**src/rtl/txd_pkg.sv**
```systemverilog
package txd_pkg;
  typedef enum logic [2:0] {
    ST_IDLE,
    ST_DESC,
    ST_PREAD,
    ST_POUT,
    ST_WBACK,
    ST_FINISH
  } txd_state_e;

  localparam logic [1:0] SEL_CFG  = 2'd0;
  localparam logic [1:0] SEL_HEAD = 2'd1;
  localparam logic [1:0] SEL_CTL  = 2'd2;
  localparam logic [1:0] SEL_CLR  = 2'd3;

  localparam int EMPTY_BIT = 31;
  localparam int CFG_TXEN_BIT = 0;
  localparam int CFG_LOOP_BIT = 8;
endpackage

```
**src/rtl/txd_regs.sv**
```systemverilog
module txd_regs
  import txd_pkg::*;
#(
  parameter int AW    = 32,
  parameter int CNT_W = 8
) (
  input  logic             clk,
  input  logic             rst_n,
  input  logic             reg_wr,
  input  logic [1:0]       reg_sel,
  input  logic [31:0]      reg_wdata,
  input  logic             eng_can_start,
  input  logic             eng_frame_done,
  input  logic             eng_run_end,
  output logic             start_go,
  output logic [AW-1:0]    head_addr,
  output logic             loop_en,
  output logic             dma_en,
  output logic [CNT_W-1:0] sent_cnt,
  output logic             sent_flag,
  output logic             underrun_flag
);
  logic             txen_q, txen_d;
  logic             loop_q, loop_d;
  logic [AW-1:0]    head_q, head_d;
  logic             en_q, en_d;
  logic [CNT_W-1:0] cnt_q, cnt_d;
  logic             sent_q, sent_d;
  logic             und_q, und_d;
  logic             wr_cfg, wr_head, wr_ctl, wr_clr;

  always_comb begin
    wr_cfg   = reg_wr && (reg_sel == SEL_CFG);
    wr_head  = reg_wr && (reg_sel == SEL_HEAD);
    wr_ctl   = reg_wr && (reg_sel == SEL_CTL);
    wr_clr   = reg_wr && (reg_sel == SEL_CLR);
    start_go = wr_ctl && reg_wdata[0] && txen_q && eng_can_start;
  end

  always_comb begin
    txen_d = txen_q;
    loop_d = loop_q;
    head_d = head_q;
    en_d   = en_q;
    cnt_d  = cnt_q;
    sent_d = sent_q;
    und_d  = und_q;
    if (wr_cfg) begin
      txen_d = reg_wdata[CFG_TXEN_BIT];
      loop_d = reg_wdata[CFG_LOOP_BIT];
    end
    if (wr_head) begin
      head_d = {reg_wdata[AW-1:2], 2'b00};
    end
    if (start_go) begin
      en_d = 1'b1;
    end else if (eng_run_end) begin
      en_d = 1'b0;
    end
    if (eng_frame_done) begin
      cnt_d  = cnt_q + CNT_W'(1);
      sent_d = 1'b1;
    end else if (wr_clr && reg_wdata[0]) begin
      sent_d = 1'b0;
    end
    if (eng_run_end) begin
      und_d = 1'b1;
    end else if (wr_clr && reg_wdata[1]) begin
      und_d = 1'b0;
    end
  end

  always_ff @(posedge clk or negedge rst_n) begin
    if (!rst_n) begin
      txen_q <= 1'b0;
      loop_q <= 1'b0;
      head_q <= '0;
      en_q   <= 1'b0;
      cnt_q  <= '0;
      sent_q <= 1'b0;
      und_q  <= 1'b0;
    end else begin
      txen_q <= txen_d;
      loop_q <= loop_d;
      head_q <= head_d;
      en_q   <= en_d;
      cnt_q  <= cnt_d;
      sent_q <= sent_d;
      und_q  <= und_d;
    end
  end

  assign head_addr     = head_q;
  assign loop_en       = loop_q;
  assign dma_en        = en_q;
  assign sent_cnt      = cnt_q;
  assign sent_flag     = sent_q;
  assign underrun_flag = und_q;
endmodule

```
**src/rtl/txd_walk.sv**
```systemverilog
module txd_walk
  import txd_pkg::*;
#(
  parameter int AW    = 32,
  parameter int LEN_W = 11
) (
  input  logic          clk,
  input  logic          rst_n,
  input  logic          start_go,
  input  logic [AW-1:0] head_addr,
  input  logic          loop_en,
  output logic          mem_req,
  output logic          mem_we,
  output logic [AW-1:0] mem_addr,
  output logic [31:0]   mem_wdata,
  input  logic          mem_ack,
  input  logic [31:0]   mem_rdata,
  output logic [7:0]    byte_data,
  output logic          byte_valid,
  output logic          byte_last,
  input  logic          byte_ready,
  output logic          loop_sel,
  output logic          can_start,
  output logic          frame_done,
  output logic          run_end
);
  txd_state_e       st_q, st_d;
  logic [1:0]       widx_q, widx_d;
  logic [AW-1:0]    cur_q, cur_d;
  logic [AW-1:0]    buf_q, buf_d;
  logic [AW-1:0]    nxt_q, nxt_d;
  logic [LEN_W-1:0] rem_q, rem_d;
  logic [31:0]      size_q, size_d;
  logic [31:0]      word_q, word_d;
  logic             lb_q, lb_d;

  always_comb begin
    st_d   = st_q;
    widx_d = widx_q;
    cur_d  = cur_q;
    buf_d  = buf_q;
    nxt_d  = nxt_q;
    rem_d  = rem_q;
    size_d = size_q;
    word_d = word_q;
    lb_d   = lb_q;
    unique case (st_q)
      ST_IDLE, ST_FINISH: begin
        if (start_go) begin
          cur_d  = head_addr;
          lb_d   = loop_en;
          widx_d = 2'd0;
          st_d   = ST_DESC;
        end else begin
          st_d = ST_IDLE;
        end
      end
      ST_DESC: begin
        if (mem_ack) begin
          unique case (widx_q)
            2'd0: begin
              buf_d  = mem_rdata[AW-1:0];
              widx_d = 2'd1;
            end
            2'd1: begin
              if (mem_rdata[EMPTY_BIT]) begin
                st_d = ST_FINISH;
              end else begin
                size_d = mem_rdata;
                rem_d  = mem_rdata[LEN_W-1:0];
                widx_d = 2'd2;
              end
            end
            default: begin
              nxt_d = mem_rdata[AW-1:0];
              st_d  = (rem_q == '0) ? ST_WBACK : ST_PREAD;
            end
          endcase
        end
      end
      ST_PREAD: begin
        if (mem_ack) begin
          word_d = mem_rdata;
          st_d   = ST_POUT;
        end
      end
      ST_POUT: begin
        if (byte_ready) begin
          buf_d = buf_q + AW'(1);
          rem_d = rem_q - LEN_W'(1);
          if (rem_q == LEN_W'(1)) begin
            st_d = ST_WBACK;
          end else if (buf_q[1:0] == 2'b11) begin
            st_d = ST_PREAD;
          end
        end
      end
      ST_WBACK: begin
        if (mem_ack) begin
          cur_d  = nxt_q;
          widx_d = 2'd0;
          st_d   = ST_DESC;
        end
      end
      default: st_d = ST_IDLE;
    endcase
  end

  always_ff @(posedge clk or negedge rst_n) begin
    if (!rst_n) begin
      st_q   <= ST_IDLE;
      widx_q <= 2'd0;
      cur_q  <= '0;
      buf_q  <= '0;
      nxt_q  <= '0;
      rem_q  <= '0;
      size_q <= '0;
      word_q <= '0;
      lb_q   <= 1'b0;
    end else begin
      st_q   <= st_d;
      widx_q <= widx_d;
      cur_q  <= cur_d;
      buf_q  <= buf_d;
      nxt_q  <= nxt_d;
      rem_q  <= rem_d;
      size_q <= size_d;
      word_q <= word_d;
      lb_q   <= lb_d;
    end
  end

  always_comb begin
    mem_req   = (st_q == ST_DESC) || (st_q == ST_PREAD) || (st_q == ST_WBACK);
    mem_we    = (st_q == ST_WBACK);
    mem_wdata = size_q | (32'd1 << EMPTY_BIT);
    unique case (st_q)
      ST_PREAD: mem_addr = {buf_q[AW-1:2], 2'b00};
      ST_WBACK: mem_addr = cur_q + AW'(4);
      default:  mem_addr = cur_q + AW'({widx_q, 2'b00});
    endcase
  end

  always_comb begin
    unique case (buf_q[1:0])
      2'd0:    byte_data = word_q[7:0];
      2'd1:    byte_data = word_q[15:8];
      2'd2:    byte_data = word_q[23:16];
      default: byte_data = word_q[31:24];
    endcase
    byte_valid = (st_q == ST_POUT);
    byte_last  = (rem_q == LEN_W'(1));
    loop_sel   = lb_q;
    can_start  = (st_q == ST_IDLE) || (st_q == ST_FINISH);
    frame_done = (st_q == ST_WBACK) && mem_ack;
    run_end    = (st_q == ST_FINISH);
  end
endmodule

```
**src/rtl/txd_route.sv**
```systemverilog
module txd_route #(
  parameter int NLANE = 2
) (
  input  logic       sel,
  input  logic [7:0] b_data,
  input  logic       b_valid,
  input  logic       b_last,
  output logic       b_ready,
  output logic [7:0] tx_data,
  output logic       tx_valid,
  output logic       tx_last,
  input  logic       tx_ready,
  output logic [7:0] lb_data,
  output logic       lb_valid,
  output logic       lb_last,
  input  logic       lb_ready
);
  logic [NLANE-1:0] vld;
  logic [NLANE-1:0] rdy;

  for (genvar g = 0; g < NLANE; g++) begin : g_lane
    assign vld[g] = b_valid && (sel == (g != 0));
  end

  assign rdy      = {lb_ready, tx_ready};
  assign b_ready  = rdy[sel];
  assign tx_valid = vld[0];
  assign lb_valid = vld[1];
  assign tx_data  = b_data;
  assign lb_data  = b_data;
  assign tx_last  = b_last && !sel;
  assign lb_last  = b_last && sel;
endmodule

```
**src/rtl/txdesc_dma.sv**
```systemverilog
module txdesc_dma
  import txd_pkg::*;
#(
  parameter int AW    = 32,
  parameter int LEN_W = 11,
  parameter int CNT_W = 8
) (
  input  logic             clk,
  input  logic             rst_n,
  input  logic             reg_wr,
  input  logic [1:0]       reg_sel,
  input  logic [31:0]      reg_wdata,
  output logic             dma_en,
  output logic [CNT_W-1:0] sent_cnt,
  output logic             sent_flag,
  output logic             underrun_flag,
  output logic             mem_req,
  output logic             mem_we,
  output logic [AW-1:0]    mem_addr,
  output logic [31:0]      mem_wdata,
  input  logic             mem_ack,
  input  logic [31:0]      mem_rdata,
  output logic [7:0]       tx_data,
  output logic             tx_valid,
  output logic             tx_last,
  input  logic             tx_ready,
  output logic [7:0]       lb_data,
  output logic             lb_valid,
  output logic             lb_last,
  input  logic             lb_ready
);
  logic [1:0]    rst_sync_q;
  logic          rst_int_n;
  logic          start_go, loop_en, loop_sel;
  logic          can_start, frame_done, run_end;
  logic [AW-1:0] head_addr;
  logic [7:0]    b_data;
  logic          b_valid, b_last, b_ready;

  always_ff @(posedge clk or negedge rst_n) begin
    if (!rst_n) begin
      rst_sync_q <= 2'b00;
    end else begin
      rst_sync_q <= {rst_sync_q[0], 1'b1};
    end
  end
  assign rst_int_n = rst_sync_q[1];

  txd_regs #(.AW(AW), .CNT_W(CNT_W)) u_regs (
    .clk            (clk),
    .rst_n          (rst_int_n),
    .reg_wr         (reg_wr),
    .reg_sel        (reg_sel),
    .reg_wdata      (reg_wdata),
    .eng_can_start  (can_start),
    .eng_frame_done (frame_done),
    .eng_run_end    (run_end),
    .start_go       (start_go),
    .head_addr      (head_addr),
    .loop_en        (loop_en),
    .dma_en         (dma_en),
    .sent_cnt       (sent_cnt),
    .sent_flag      (sent_flag),
    .underrun_flag  (underrun_flag)
  );

  txd_walk #(.AW(AW), .LEN_W(LEN_W)) u_walk (
    .clk        (clk),
    .rst_n      (rst_int_n),
    .start_go   (start_go),
    .head_addr  (head_addr),
    .loop_en    (loop_en),
    .mem_req    (mem_req),
    .mem_we     (mem_we),
    .mem_addr   (mem_addr),
    .mem_wdata  (mem_wdata),
    .mem_ack    (mem_ack),
    .mem_rdata  (mem_rdata),
    .byte_data  (b_data),
    .byte_valid (b_valid),
    .byte_last  (b_last),
    .byte_ready (b_ready),
    .loop_sel   (loop_sel),
    .can_start  (can_start),
    .frame_done (frame_done),
    .run_end    (run_end)
  );

  txd_route #(.NLANE(2)) u_route (
    .sel      (loop_sel),
    .b_data   (b_data),
    .b_valid  (b_valid),
    .b_last   (b_last),
    .b_ready  (b_ready),
    .tx_data  (tx_data),
    .tx_valid (tx_valid),
    .tx_last  (tx_last),
    .tx_ready (tx_ready),
    .lb_data  (lb_data),
    .lb_valid (lb_valid),
    .lb_last  (lb_last),
    .lb_ready (lb_ready)
  );
endmodule

```
**config.mk**
```make
export PLATFORM = sky130hd
export DESIGN_NAME = txdesc_dma
export DESIGN_NICKNAME = d
export VERILOG_FILES = /design/src/rtl/txd_pkg.sv /design/src/rtl/txd_regs.sv /design/src/rtl/txd_walk.sv /design/src/rtl/txd_route.sv /design/src/rtl/txdesc_dma.sv
export SDC_FILE = /design/constraint.sdc
export NUM_CORES = 1
export LEC_CHECK = 0
export BUFFER_PORTS_ARGS = -buffer_cell sky130_fd_sc_hd__buf_2
export CAP_MARGIN = 40
export CORE_ASPECT_RATIO = 1.4
export CORE_UTILIZATION = 40
export CTS_CLUSTER_SIZE = 14
export DETAILED_ROUTE_END_ITERATION = 10
export PLACE_DENSITY_LB_ADDON = 0.25
export SLEW_MARGIN = 20
export SYNTH_ARGS = -nofsm -noshare
export SYNTH_HDL_FRONTEND = slang
export SYNTH_SLANG_ARGS = --single-unit
```
**constraint.sdc**
```tcl
create_clock -name clk -period 7.31 [get_ports clk]
set_input_delay 1.8275 -clock clk [delete_from_list [all_inputs] [get_ports clk]]
set_output_delay 1.8275 -clock clk [all_outputs]
set_load 0.05 [all_outputs]
```
==> results of run 1 <==
==> path summary, 6_finish.rpt <==
path / to / from / cells after the start / slack (ns)
min in group clk: rst_sync_q[1] / rst_sync_q[0] / 0 / 0.35
setup reg to reg: u_walk.buf_q[7] / u_walk.st_q[1] / 7 / 4.03
hold reg to reg: u_regs.sent_cnt[4] / rst_sync_q[1] / 0 / 0.18
setup / recovery: mem_addr[26] / u_walk.st_q[2] / 12 / 1.17
hold / removal: u_regs.sent_cnt[4] / rst_sync_q[1] / 0 / 0.18
max in group asynchronous: u_walk.size_q[10] / rst_sync_q[1] / 1 / 5.99
==> layout make-up <==
type	instances	area [sq um]
fill	2664	14500
sequential	221	5530
multi-input combinational	786	5260
timing repair buffer	183	1000
clock buffer	34	719
tap	370	463
inverter	30	113
clock inverter	11	98.8
==> registers in the layout (all words and copies together), names as in the netlist, 3 cells and up <==
| register | flops |
|---|---|
| u_walk.buf_q | 32 |
| u_walk.rem_q | 11 |
| u_walk.nxt_q | 32 |
| u_walk.word_q | 32 |
| u_regs.sent_cnt | 8 |
| u_walk.size_q | 31 |
| u_regs.head_addr | 30 |
| u_walk.st_q | 3 |
| u_walk.cur_q | 32 |
==> power by group <==
group | internal, mW | leakage (nW) | switching (mW)
clock | 0.728 | 0.403 | 0.525
sequential | 1.66 | 2.73 | 0.422
combinational | 0.831 | 2.85 | 1.88
total | 3.22 | 5.99 | 2.83
==> placed cells by master (no fill, tap or decap), types with 12 or more instances in the layout <==
cell type	n
dfrtp_1	220
buf_2	167
nand2_1	151
mux2_2	79
nor2_1	72
o21ai_0	51
a21oi_1	48
mux2_1	43
a31oi_1	40
inv_1	29
nand3_1	27
nand4_1	25
clkbuf_16	25
nor3_1	23
xnor2_1	22
o22ai_1	18
mux2i_1	14
and3_1	14
o22a_1	13
buf_4	12
==> worst max-delay path, delay by kind of cell, from the launching register on <==
family | cells | cell delay [ns]
AOI/OAI and AO/OA | 1 | 0.16
adders and majority gates | 2 | 0.59
buffers and inverters | 2 | 0.34
DFF | 1 | 0.59
and+or+nand+nor | 7 | 2.10
==> layer usage <==
metal  global-route usage, %  vias up
met1                    28.1     4508
li1                        -     4257
met2                    40.6      282
met3                    2.77       72
met5                       0        -
met4                    11.8        0
==> cell usage after synthesis (6+ instances only) <==
master,number
dfrtp_1,221
nand2_1,151
mux2_2,79
nor2_1,73
o21ai_0,51
a21oi_1,48
clkbuf_1,46
mux2_1,43
a31oi_1,40
inv_1,29
nand3_1,27
nand4_1,25
nor3_1,23
xnor2_1,22
o22ai_1,18
and3_1,14
mux2i_1,14
o22a_1,13
buf_4,12
ha_1,10
and2_1,9
buf_1,9
buf_2,9
xor2_1,9
a222oi_1,8
and4_1,7
nand2b_1,7
nor4_1,6
or3_1,6
==> stage by stage <==
| step | util (%) | hold slack, ns |
|---|---|---|
| after floorplan | - | 0.331 |
| after global placement | 44.5 | 0.340 |
| after detailed placement | 44.7 | 0.194 |
| after CTS | 47.7 | 0.186 |
| after global routing | 47.7 | 0.197 |
| final | 47.7 | 0.178 |
==> cell families (layout without fill, tap and decap cells) <==
logic type | after synthesis | count (layout) | synth area share [%]
other | 1 | 2 | 0.0334
XOR/XNOR | 31 | 31 | 2.42
adder cells (fa/ha/maj) | 11 | 11 | 1.29
AO/OA/AOI/OAI | 229 | 229 | 13.3
buffers and inverters | 107 | 258 | 4.14
flip-flops | 221 | 221 | 49.2
AND/OR/NAND/NOR | 377 | 377 | 16.1
multiplexers | 136 | 136 | 13.5
==> metrics.yaml, run 1 <==
wirelength_met1_um: 13100
clock-sinks: 221
slew_headroom_pct: 40.3
netlist_instances: 1113
achievable-frequency_mhz: 163
status: "complete, no violations"
slowest_delay_ns: 0.59
htree_levels: 1
wirelength_um: 33000
insertion_delay_ns: 0.53
critPathRequiredTime_ns: 5.48
cp_slowest_cell: "dfrtp_1"
dr.max_layer_used: "met4"
drive_gt1_share_pct: 25.2
crit_fanout: 16
ys_seq_area_share_pct: 49.2
synth_top_area_cell: "dfrtp_1"
ys_seq_elements: 221
viasPerCell: 5.58
grt_pass1_wl_um: 51300
place_inst: 1590
detail-route-antenna-nets: 0
power.density_nw_per_um2: 459
io_pins: 169
tritoncts: "built"
ir_drop_mv: 0.375
fin_cells: 1635
dp_slack_ns: 1.71
p_total_mw: 6.05
post_cts_buffers: 0
grt_overflow: 0
fin_ws_ns: 1.17
cts_hold_buf: 0
slew_viol_final: 0
syn_area_sq_um: 11200
synthArstFlopShare_pct: 100
dp_hpwl_um: 23700
final_cell_area_sq_um: 13200
synth_area_leaders: "dfrtp_1, mux2_2, nand2_1"
die_w_um: 144
drv_cap: 0
critPathMostFrequentCell: "nand2_1"
tns_ns: 0
vias: 9119
n_antenna_cell: 0
grt_use_total_pct: 23.3
avgSynthCellArea_sq_um: 10.1
crit_path_end_kind: "primary output"
route.met3.wl_um: 1430
fin_crit_ns: 6.14
antenna_found_initial: 1
synth_top_area_share_pct: 49.2
cts_buffers: 25
grt_pass1_vias: 9114
die_h_um: 200
drt_iter0_drc: 724
post_cts_resized: 0
grt_max_degree: 155
timing.final.crit_share_pct: 84.0
start_kind: "flop"
synth-main-ff-cell: "dfrtp_1"
cts.clk_slew.worst_paths_ns: 0.06
die_area_sq_um: 28800
start_util_pct: 40.6
worst_slew_pin_slew_ns: 0.896
worst-setup-path-type: "reg2out"
synth_cell_types: 73
synth-edff-count: 0
hold_violations: 0
io_buffers: 167
nets: 1330
drc_errors: 0
min_path_type: "reg2async"
std_cell_rows: 72
root_buffer: "clkbuf_16"
cp.arrival_ns: 4.31
first_pass_iters: 6
placed_area_sq_um: 12400
coreArea_sq_um: 27700
met2_length_um: 16900
cts_buffer_depth: 3
yosysWarnings: 0
wire_per_inst_um: 20.2
power_leakage_nw: 5.99
finalSetupViolCount: 0
area_growth_pct: 17.4
rsz0062_at_grt: "no"
gp_congestion: 0.891
crit_chain: "nor2b_1 -> nand2_1 -> nand2b_1 -> ha_1 -> inv_1 -> fa_1 -> and3b_1 -> nand2_1 -> nor4b_2 -> or3b_1 -> a31oi_1 -> buf_2"
skew_ns: 0.0142
Power figures use the tool's default switching activity.
==> inputs of run 2 (changes only) <==
--- a/config.mk
+++ b/config.mk
@@ -5,6 +5,7 @@
 export SDC_FILE = /design/constraint.sdc
 export NUM_CORES = 1
 export LEC_CHECK = 0
+export ABC_AREA = 1
 export BUFFER_PORTS_ARGS = -buffer_cell sky130_fd_sc_hd__buf_2
 export CAP_MARGIN = 40
 export CORE_ASPECT_RATIO = 1.4
==> constraint.sdc (replaced) <==
create_clock -name clk -period 5.7 [get_ports clk]
set_input_delay 1.425 -clock clk [delete_from_list [all_inputs] [get_ports clk]]
set_output_delay 1.425 -clock clk [all_outputs]
set_load 0.05 [all_outputs]
==> run 2 against run 1 <==
Clock-buffer cell count rose by 2. Non-clock buffer count is 2 lower. Sequential power is 28% higher. Design area is 6.3% higher. Final cell count increased by 32%. Combinational power increased by 57%. Via count increased by 22%. Critical path type unchanged. Highest routed layer unchanged.
==> metrics.yaml, run 2 <==
status: "complete, no violations"  # unchanged
synth-main-ff-cell: "dfrtp_1"  # unchanged
root_buffer: "clkbuf_16"  # unchanged
cp_slowest_cell: "dfrtp_1"  # unchanged
cp_top_family: "simple AND/OR/NAND/NOR gates"  # unchanged
critPathMostFrequentCell: "nand2_1"  # unchanged
insertion_delay_ns: 0.53  # about the same
area_growth_pct: 16.7  # was 17.4%
drv_cap: 0  # unchanged
gp_congestion: 0.914  # was 0.891
yosysWarnings: 0  # unchanged
critPathBufInv: 6  # was 2
yosysMostFrequentCell: "nand2_1"  # was dfrtp_1
slew_headroom_pct: 50.1  # was 40.3%
grt_max_degree: 65  # was 155
drc_errors: 0  # unchanged
switching_share_pct: 50.8  # was 46.7%
timing.final.crit_share_pct: 92.0
skew_ns: 0.00932  # was 0.0142 ns
crit_fanout: 32  # was 16
tns_ns: 0  # unchanged
worst-setup-path-type: "reg2out"  # unchanged
std_cell_rows: 74  # was 72
cts_buffers: 24  # was 25
worst_slew_pin_slew_ns: 0.748  # was 0.896 ns
avgSynthCellArea_sq_um: 7.42  # was 10.1 sq um
cp.arrival_ns: 3.82  # was 4.31 ns
synth_common_cells: "nand2_1, dfrtp_1, nor2_1"  # was dfrtp_1, nand2_1, mux2_2
htree_levels: 1  # unchanged
mostFrequentLayoutCells: "nand2_1, dfrtp_1, nor2_1"  # was dfrtp_1, buf_2, nand2_1
grt_pass1_vias: 10702  # was 9114
min_path_type: "reg2async"  # unchanged
grt_overflow: 0  # unchanged
power_frac_seq_pct: 31.1  # was 34.5%
fin_crit_ns: 5.24
reg2reg_slack_ns: 3.04  # was 4.03 ns
detail-route-antenna-nets: 0  # unchanged
antenna_found_initial: 1  # unchanged
power_leakage_nw: 7.00  # was 5.99 nW
wirelength_um: 40200  # was 33000 um
ys_seq_area_share_pct: 46.0  # was 49.2%
synth_area_leaders: "dfrtp_1, nand2_1, o21ai_0"  # was dfrtp_1, mux2_2, nand2_1
critPathRequiredTime_ns: 4.28  # was 5.48 ns
tritoncts: "built"  # unchanged
synth-edff-count: 0  # unchanged
post_cts_resized: 0  # unchanged
finalSetupViolCount: 0  # unchanged
io_buffers: 167  # unchanged
grt_use_total_pct: 26.7  # was 23.3%
first_pass_iters: 6  # unchanged
die_h_um: 207  # was 200 um
r2r_cells: 9  # was 7
slew_viol_final: 0  # unchanged
slowest_delay_ns: 0.50  # was 0.59 ns
pwr-share-clk_pct: 19.7  # was 20.7%
clock-sinks: 221  # unchanged
synth_cell_types: 43  # was 73
p_int_mw: 4.25  # was 3.22 mW
hold_violations: 0  # unchanged
viasPerCell: 5.19  # was 5.58
grt_pass1_wl_um: 62100  # was 51300 um
synthArstFlopShare_pct: 100  # unchanged
drt_iter0_drc: 803  # was 724
io_pins: 169  # unchanged
die_w_um: 148  # was 144 um
ir_drop_mv: 0.772  # was 0.375 mV
vias: 11169  # was 9119
crit_chain: "inv_1 -> nor2_2 -> inv_1 -> buf_4 -> nand2_1 -> ha_1 -> inv_1 -> fa_1 -> inv_1 -> nand3_1 -> nor2_1 -> nand2_1 -> nor2_1 -> nand2_1 -> nand2_1 -> nand3_1 -> nand2_1 -> buf_2"  # was nor2b_1 -> nand2_1 -> nand2b_1 -> ha_1 -> inv_1 -> fa_1 -> and3b_1 -> nand2_1 -> nor4b_2 -> or3b_1 -> a31oi_1 -> buf_2
dp_hpwl_um: 30300  # was 23700 um
wire_per_inst_um: 18.7  # was 20.2 um
cts.clk_slew.worst_paths_ns: 0.06  # about the same
hold_slack_ns: 0.186  # was 0.178 ns
synth_top_area_cell: "dfrtp_1"  # unchanged
cts_buffer_depth: 3  # unchanged
die_area_sq_um: 30700  # was 28800 sq um
r2r_end: "u_walk.buf_q[25]"  # was u_walk.buf_q[7]
crit_path_end_kind: "primary output"  # unchanged
achievable-frequency_mhz: 191
power.density_nw_per_um2: 616  # was 459 nW/um^2
netlist_instances: 1618  # was 1113
post_cts_buffers: 0  # unchanged
drive_gt1_share_pct: 16.8  # was 25.2%
nets: 1838  # was 1330
start_util_pct: 40.9  # was 40.6%
comb_power_share_pct: 49.2  # was 44.8%
mostFrequentLayoutCell: "nand2_1"  # was dfrtp_1
syn_area_sq_um: 12000  # was 11200 sq um
ys_seq_elements: 221  # unchanged
coreArea_sq_um: 29400  # was 27700 sq um
r2r-start: "u_walk.st_q[1]"  # unchanged
start_kind: "flop"  # unchanged
rsz0062_at_grt: "no"  # unchanged
cts_hold_buf: 0  # unchanged
power.switching_mw: 4.38  # was 2.83 mW
synth_top_area_share_pct: 46.0  # was 49.2%
[run 2: changes by cell type after synthesis, moves of 31 or more]
cell,previous run,this run
nand2_1,151,511
o21ai_1,4,36
inv_1,29,145
nor2_1,73,194
mux2_2,79,30
a31oi_1,40,9
mux2_1,43,0
o21ai_0,51,159
nand3_1,27,90
[run 2: layer usage]
metal / track usage, % / part of all wire (%) / vias to the layer above
li1: - / - / 5425
met1: 34.4 / 41 / 5340
met3: 2.78 / 5.1 / 72
met2: 44.6 / 49 / 332
met4: 12.3 / 4.6 / 0
met5: 0 / 0 / -
[run 2: final cells by class]
class	count	area [sq um]
Antenna cell	2	5.00
Clock buffer	36	716
Clock inverter	7	146
Fill cell	2950	15300
Inverter	152	576
Multi-Input combinational cell	1175	5540
Sequential cell	221	5530
Tap cell	380	475
Timing Repair Buffer	181	1030
[run 2: per-stage QoR]
stage / setup WS (ns) / util [%] / cell area (sq um) / power, mW / std cells
final: 0.458 / 47.8 / 14000 / 8.63 / 2154
after global routing: 0.110 / 47.8 / 14000 / 9.15 / 2152
after CTS: 0.467 / 47.8 / 14000 / 8.67 / 2152
after detailed placement: 1.04 / 44.8 / 13200 / 6.95 / 2109
after global placement: 1.11 / 44.4 / 13000 / 6.88 / 2104
after floorplan: 0.912 / - / 12000 / 5.85 / 1619
[run 2: worst max-delay path by stage]
stage                               from            to  slack [ns]  cells past startpoint
after floorplan           u_walk.st_q[2]  mem_addr[12]        0.91                     13
after global placement    u_walk.st_q[2]  mem_addr[20]        1.11                     18
after detailed placement  u_walk.st_q[2]  mem_addr[20]        1.04                     18
after CTS                 u_walk.st_q[2]  mem_addr[20]        0.47                     18
after global routing      u_walk.st_q[2]  mem_addr[20]        0.11                     18
final                     u_walk.st_q[2]  mem_addr[20]        0.46                     18
[run 2: kinds of logic after synthesis]
| family | count (synthesis) | share of synthesized area, % |
|---|---|---|
| flops | 221 | 46.0 |
| xor+xnor | 14 | 1.02 |
| mux | 30 | 2.81 |
| simple gates | 855 | 29.1 |
| buf+inv | 223 | 7.90 |
| other cells | 1 | 0.0312 |
| compound gates | 263 | 11.9 |
| fa+ha+maj | 11 | 1.21 |
[run 2: power groups by stage]
| stage | Clock, mW | Combinational, mW | Sequential (mW) |
|---|---|---|---|
| floorplan | 0 | 2.89 | 2.96 |
| global placement | 0 | 4.19 | 2.70 |
| detailed placement | 0 | 4.25 | 2.70 |
| CTS | 1.73 | 4.26 | 2.68 |
| global route | 1.78 | 4.61 | 2.76 |
| finish | 1.70 | 4.25 | 2.68 |
